==> src/rtl/clkstop_pkg.sv <==
package clkstop_pkg;
    typedef enum logic {
        ST_RUN  = 1'b0,
        ST_STOP = 1'b1
    } state_e;

    typedef enum logic [1:0] {
        WAKE_NONE = 2'b00,
        WAKE_CE   = 2'b01,
        WAKE_POR  = 2'b10
    } wake_e;

    typedef struct packed {
        state_e state;
        logic   run_en;
        logic   pfd_en;
        logic   ce_pulse;
        logic   por_pulse;
        wake_e  cause;
    } ctl_t;
endpackage

==> src/rtl/clkstop_sync.sv <==
module clkstop_sync #(
    parameter int STAGES = 2
) (
    input  logic aon_clk,
    input  logic rst_n,
    input  logic async_in,
    output logic lvl_out,
    output logic rise_out
);
    localparam int LAST = STAGES - 1;

    typedef struct packed {
        logic [LAST:0] stg;
        logic          prev;
    } sync_t;

    sync_t s_d, s_q;

    always_comb begin
        s_d      = s_q;
        s_d.stg  = {s_q.stg[LAST-1:0], async_in};
        s_d.prev = s_q.stg[LAST];
    end

    always_ff @(posedge aon_clk or negedge rst_n) begin
        if (!rst_n) s_q <= '0;
        else        s_q <= s_d;
    end

    assign lvl_out  = s_q.stg[LAST];
    assign rise_out = s_q.stg[LAST] & ~s_q.prev;
endmodule

==> src/rtl/clkstop_fsm.sv <==
module clkstop_fsm
    import clkstop_pkg::*;
#(
    parameter int              OP_W      = 4,
    parameter logic [OP_W-1:0] STOP_CODE = '0
) (
    input  logic            aon_clk,
    input  logic            rst_n,
    input  logic            stop_req,
    input  logic [OP_W-1:0] stop_arg,
    input  logic            ce_lvl,
    input  logic            ce_rise,
    input  logic            por_ind,
    output ctl_t            ctl_q
);
    localparam ctl_t CTL_RST = '{state: ST_RUN, run_en: 1'b1, pfd_en: 1'b1,
                                 ce_pulse: 1'b0, por_pulse: 1'b0, cause: WAKE_NONE};

    ctl_t ctl_d;
    logic accept;

    assign accept = stop_req && (stop_arg == STOP_CODE) && !ce_lvl;

    always_comb begin
        ctl_d           = ctl_q;
        ctl_d.ce_pulse  = 1'b0;
        ctl_d.por_pulse = 1'b0;
        unique case (ctl_q.state)
            ST_RUN: begin
                if (accept) begin
                    ctl_d.state  = ST_STOP;
                    ctl_d.run_en = 1'b0;
                    ctl_d.pfd_en = 1'b0;
                end
            end
            ST_STOP: begin
                if (por_ind) begin
                    ctl_d.state     = ST_RUN;
                    ctl_d.run_en    = 1'b1;
                    ctl_d.pfd_en    = 1'b1;
                    ctl_d.por_pulse = 1'b1;
                    ctl_d.cause     = WAKE_POR;
                end else if (ce_rise) begin
                    ctl_d.state    = ST_RUN;
                    ctl_d.run_en   = 1'b1;
                    ctl_d.pfd_en   = 1'b1;
                    ctl_d.ce_pulse = 1'b1;
                    ctl_d.cause    = WAKE_CE;
                end
            end
            default: ctl_d = CTL_RST;
        endcase
    end

    always_ff @(posedge aon_clk or negedge rst_n) begin
        if (!rst_n) ctl_q <= CTL_RST;
        else        ctl_q <= ctl_d;
    end
endmodule

==> src/rtl/clkstop_ctrl.sv <==
module clkstop_ctrl
    import clkstop_pkg::*;
#(
    parameter int SYNC_STAGES = 2,
    parameter int OP_W        = 4
) (
    input  logic            aon_clk,
    input  logic            rst_n,
    input  logic            chip_en,
    input  logic            stop_req,
    input  logic [OP_W-1:0] stop_arg,
    input  logic            por_ind,
    output logic            osc_en,
    output logic            cpu_clk_en,
    output logic            per_clk_en,
    output logic            pfd_en,
    output logic            stop_active,
    output logic            ce_rst_pulse,
    output logic            por_rst_pulse,
    output logic [1:0]      wake_cause
);
    logic ce_s;
    logic ce_rise;
    ctl_t ctl_q;

    clkstop_sync #(.STAGES(SYNC_STAGES)) u_sync (
        .aon_clk  (aon_clk),
        .rst_n    (rst_n),
        .async_in (chip_en),
        .lvl_out  (ce_s),
        .rise_out (ce_rise)
    );

    clkstop_fsm #(.OP_W(OP_W), .STOP_CODE('0)) u_fsm (
        .aon_clk  (aon_clk),
        .rst_n    (rst_n),
        .stop_req (stop_req),
        .stop_arg (stop_arg),
        .ce_lvl   (ce_s),
        .ce_rise  (ce_rise),
        .por_ind  (por_ind),
        .ctl_q    (ctl_q)
    );

    assign stop_active   = (ctl_q.state == ST_STOP);
    assign osc_en        = ctl_q.run_en;
    assign cpu_clk_en    = ctl_q.run_en;
    assign per_clk_en    = ctl_q.run_en;
    assign pfd_en        = ctl_q.pfd_en;
    assign ce_rst_pulse  = ctl_q.ce_pulse;
    assign por_rst_pulse = ctl_q.por_pulse;
    assign wake_cause    = ctl_q.cause;
endmodule

==> config.mk <==
export PLATFORM = sky130hd
export DESIGN_NAME = clkstop_ctrl
export DESIGN_NICKNAME = d
export VERILOG_FILES = /design/src/rtl/clkstop_pkg.sv /design/src/rtl/clkstop_sync.sv /design/src/rtl/clkstop_fsm.sv /design/src/rtl/clkstop_ctrl.sv
export SDC_FILE = /design/constraint.sdc
export NUM_CORES = 1
export LEC_CHECK = 0
export CORE_AREA = 2 2 39 41
export DETAILED_ROUTE_END_ITERATION = 6
export DIE_AREA = 0 0 41 43
export DONT_BUFFER_PORTS = 1
export PLACE_DENSITY = 0.39
export SLEW_MARGIN = 10
export SYNTH_ARGS = -nofsm -noshare
export SYNTH_HDL_FRONTEND = slang
export SYNTH_SLANG_ARGS = --single-unit
==> constraint.sdc <==
create_clock -name aon_clk -period 1.3 [get_ports aon_clk]
set_input_delay 0.195 -clock aon_clk [delete_from_list [all_inputs] [get_ports aon_clk]]
set_output_delay 0.195 -clock aon_clk [all_outputs]
set_load 0.005 [all_outputs]
[Word level (Yosys, flattened, before mapping)]
Cells that the tools add are included.
Operators by class
  equality and inequality tests: 2
  mux-type cells: 9
  bitwise operators: 3
  reduce and logical (&&, ||, !) cells: 7
Operators by type and width (count)
  $mux W4: 2
  $mux W3: 2
  $pmux W3 S2: 1
  $logic_not A4 Y1: 1
  $mux W2: 2
  $reduce_and A2 Y1: 2
  $ne A3 B3 Y1 const B: 1
  $logic_and A1 B1 Y1: 2
  $mux W1: 2
  $ne A2 B1 Y1 const B: 1
  $not A1 Y1: 2
  $reduce_bool A2 Y1: 1
  $and A1 B1 Y1: 1
  $logic_not A1 Y1: 1
Word-level totals
  bits in registers: 10
  bits of input ports: 9
  word-level logic and storage cells: 29

[Longest topological paths before layout]
  word-level depth: 5
  depth in mapped cells: 3
  mapped depth without buffers: 3

[By module]
A second synthesis with hierarchy kept.
Second synthesis, totals
  cell total of the unflattened synthesis: 25
  area, all modules: 342.8 um2
By module, submodules not included
  clkstop_fsm: instances 1, cells each 19, area each 239.0 um2, seq. area each 151.4 um2
  clkstop_sync: instances 1, cells each 4, area each 88.8 um2, seq. area each 75.1 um2
  clkstop_ctrl: instances 1, cells each 2, area each 15.0 um2, seq. area each 0.0 um2

[Worst setup path before layout]
OpenSTA, ideal clock, no wires.
  path type: reg-to-reg
  start point: register u_fsm.ctl_q[6] (netlist name)
  end point: register u_fsm.ctl_q[6] (netlist name)
  setup time: 0.078 ns
  arrival time: 1.181 ns
  data required time: 1.222 ns
  setup slack: 0.041 ns
  cell stages (with the launch flop): 4
  cell sequence: dfrtp_1 > or4b_1 > nor4_2 > o21bai_1

==> PnR_summary.wiki <==
{| class="wikitable"
! Metric !! Value
|-
| Run status || completed
|-
| Pre-Repair DR Iteration Count || 4
|-
| Vias in the first global route || 235
|-
| Final layout net count || 41
|-
| Detailed-route via count || about 210
|-
| Largest fanout on the critical path || 2
|-
| Post-synthesis cell type count || 16
|-
| Leakage dissipation || between 0.15 and 0.2 nW
|-
| Endpoints failing hold || 0
|-
| Area added between synthesis and finish || 20.88%
|-
| Critical path required time || about 1500 ps
|-
| Syn Area/Cell || approximately 13 sq um
|-
| Sink count of the clock tree || 9
|-
| Reg-to-reg slack, setup || between 30 and 40 ps
|-
| Post-Route Skew || ~1.4 ps
|-
| Register bit count reported by yosys || 9
|-
| Setup TNS || 0 ps
|-
| CTS Buffer Depth || 2
|-
| Insertion delay of the later-clocked pin in the worst-skew pair || between 200 and 300 ps
|-
| Beginning of the critical path || u_sync.lvl_out
|-
| Diode count || 0
|-
| Clk slew on worst S/H paths || approximately 60 ps
|-
| Horiz. Die Dim || about 41 microns
|-
| Overall routing resource usage || 0.08621
|-
| Floorplan die area || between 1500 and 2000 sq um
|-
| Synth Cell Area || ~340 sq um
|-
| Mapped Cells || 26
|-
| Clock buffer count from CTS || 3
|-
| Initial DRC count || 2
|-
| Reg-to-Reg Start || u_sync.lvl_out
|-
| Number of warnings issued by yosys || 0
|-
| Commonest non-fill, non-tap cells in the layout || sky130_fd_sc_hd__dfrtp_1, sky130_fd_sc_hd__clkbuf_4, sky130_fd_sc_hd__a21oi_1, sky130_fd_sc_hd__dlygate4sd3_1, sky130_fd_sc_hd__buf_4
|-
| Routed wire length || approximately 570 microns
|-
| Worst slew margin || 0.7316
|-
| Initial antenna violation count || 0
|-
| GR Overflow Total || 0
|-
| Floorplan core area || 1384 sq um
|-
| H-tree level count || 1
|-
| Worst min-delay path class || input pin to register
|-
| Period minus WS final || roughly 1300 ps
|-
| Sort of element at the end of the critical path || register
|-
| Buffers added on ports || 0
|-
| Post-synthesis sequential area ratio || 0.6630
|-
| Non-filler instance count after layout || between 40 and 50
|-
| CTS tree || done
|-
| Critical hold path startpoint || por_ind
|-
| Clock Root Buffer || sky130_fd_sc_hd__clkbuf_4
|-
| Most common library cell in the layout ignoring fill and taps || sky130_fd_sc_hd__dfrtp_1
|-
| Critical path arrival || roughly 1500 ps
|-
| Worst Setup Start Kind || register
|-
| P per Cell Area || 1471 nW/um^2
|-
| Starting utilization of the core area || 0.2468
|-
| Fin. max-slew vios || 0
|-
| Design Power || a little over 600 uW
|-
| I/O pin count || 18
|-
| Vias per inst || approximately 4.4
|-
| Unrepaired setup endpoints after global routing || yes
|-
| Post-route clock period utilization || 0.9734
|-
| DRT antenna net count || 0
|-
| F_max || just under 0.8 GHz
|-
| Detailed-route DRC error count || 0
|-
| Wire per inst || around 12 microns
|-
| First-pass GRT wire length || 945 microns
|-
| Number of max-cap violations || 0
|-
| Pin count of the biggest net entering global routing || 10
|-
| Final setup violation count || 0
|-
| Maximum vdd drop || around 0.00042 V
|-
| Placement Rows || 14
|-
| Critical Setup Path Class || register to register
|-
| Net count after synthesis || 35
|-
| Final estimated routing congestion in global placement || ~0.64
|-
| Pin slew with the least headroom to its limit || 401.3 ps
|-
| Proportion of layout cells with a drive suffix above 1 || 0.2903
|-
| Die outline height || around 43 microns
|-
| Placed Cells || 40
|}
-- per-stage QoR --
stage / utilization / setup WS [ps] / area, sq um / hold slack (ps)
after floorplan: - / 41.36 / 341.6 / -100.6
after global placement: 0.2505 / 17.58 / 346.6 / -100.3
after detailed placement: 0.2505 / -15.72 / 346.6 / -100.3
after CTS: 0.2839 / -29.65 / 392.9 / 114.3
after global routing: 0.2984 / -18.64 / 412.9 / 113.5
final: 0.2984 / 34.60 / 412.9 / 121.5
-- cells in the mapped netlist, drive strengths merged --
cell	n	area [sq um]
dfrtp	8	200.2
buf	3	22.52
a21oi	2	10.01
a21o	1	7.510
and2	1	7.510
dfstp	1	26.28
inv	1	3.750
nand2	1	3.750
nor2	1	3.750
nor2b	1	6.260
nor3b	1	7.510
nor4	1	12.51
o21ai	1	5.000
o21bai	1	7.510
or2b	1	7.510
or4b	1	10.01
-- sequential cells by signal, indices dropped and copies added, names as in the netlist --
| register | count |
|---|---|
| u_sync.s_q | 1 |
| u_sync.s_d | 1 |
| u_sync.lvl_out | 1 |
| u_fsm.ctl_q | 6 |
-- cells by family (layout without fill, tap and decap cells) --
| logic type | after synthesis | after routing | synth area share |
|---|---|---|---|
| flip-flops | 9 | 9 | 0.6630 |
| AND/OR/NAND/NOR | 8 | 8 | 0.1722 |
| AO/OA/AOI/OAI | 5 | 5 | 0.08792 |
| buffers and inverters | 4 | 9 | 0.07691 |
-- power by group --
part / internal, mW / switching, mW / leakage [nW]
logic: 0.0242 / 0.0214 / 0.0565
clock network: 0.118 / 0.0924 / 0.0150
registers: 0.320 / 0.0320 / 0.111
-- layout make-up --
type                            count  area [sq um]
Fill cell                         151         970.9
Sequential cell                     9         226.5
Multi-Input combinational cell     13         101.3
Timing Repair Buffer                4         35.03
Clock buffer                        4         26.28
Tap cell                           16         20.02
Inverter                            1         3.754
-- routing by layer --
metal  track usage  part of all wire
met5             0                 0
met2        0.1156              0.48
met3       0.03141             0.096
met1       0.09967              0.40
met4       0.08000             0.028
-- what timing repair did --
item | in CTS | in global routing
hold buffers | 2 | 0
endpoints found under the hold margin | 10 | 0
setup buffers | 0 | 1
gates resized for setup | 0 | 2
endpoints found under the setup margin | 1 | 2
gates cloned | 0 | 0
-- worst paths after layout --
kind                             endpoint  cells past startpoint
min in group asynchronous  u_fsm.ctl_q[1]                      1
max reg2reg                u_fsm.ctl_q[6]                      3
max                        u_fsm.ctl_q[6]                      3
min reg2reg                u_sync.lvl_out                      0
min                        u_fsm.ctl_q[2]                      1
max in group asynchronous  u_fsm.ctl_q[4]                      1
-- worst max-delay path: stages (launching register included) --
cell and delay (ps):
sky130_fd_sc_hd__dfrtp_1 380, sky130_fd_sc_hd__or4b_4 530, sky130_fd_sc_hd__nor4_4 150, sky130_fd_sc_hd__o21bai_1 140
No activity file was read; power rests on OpenSTA's default activity.
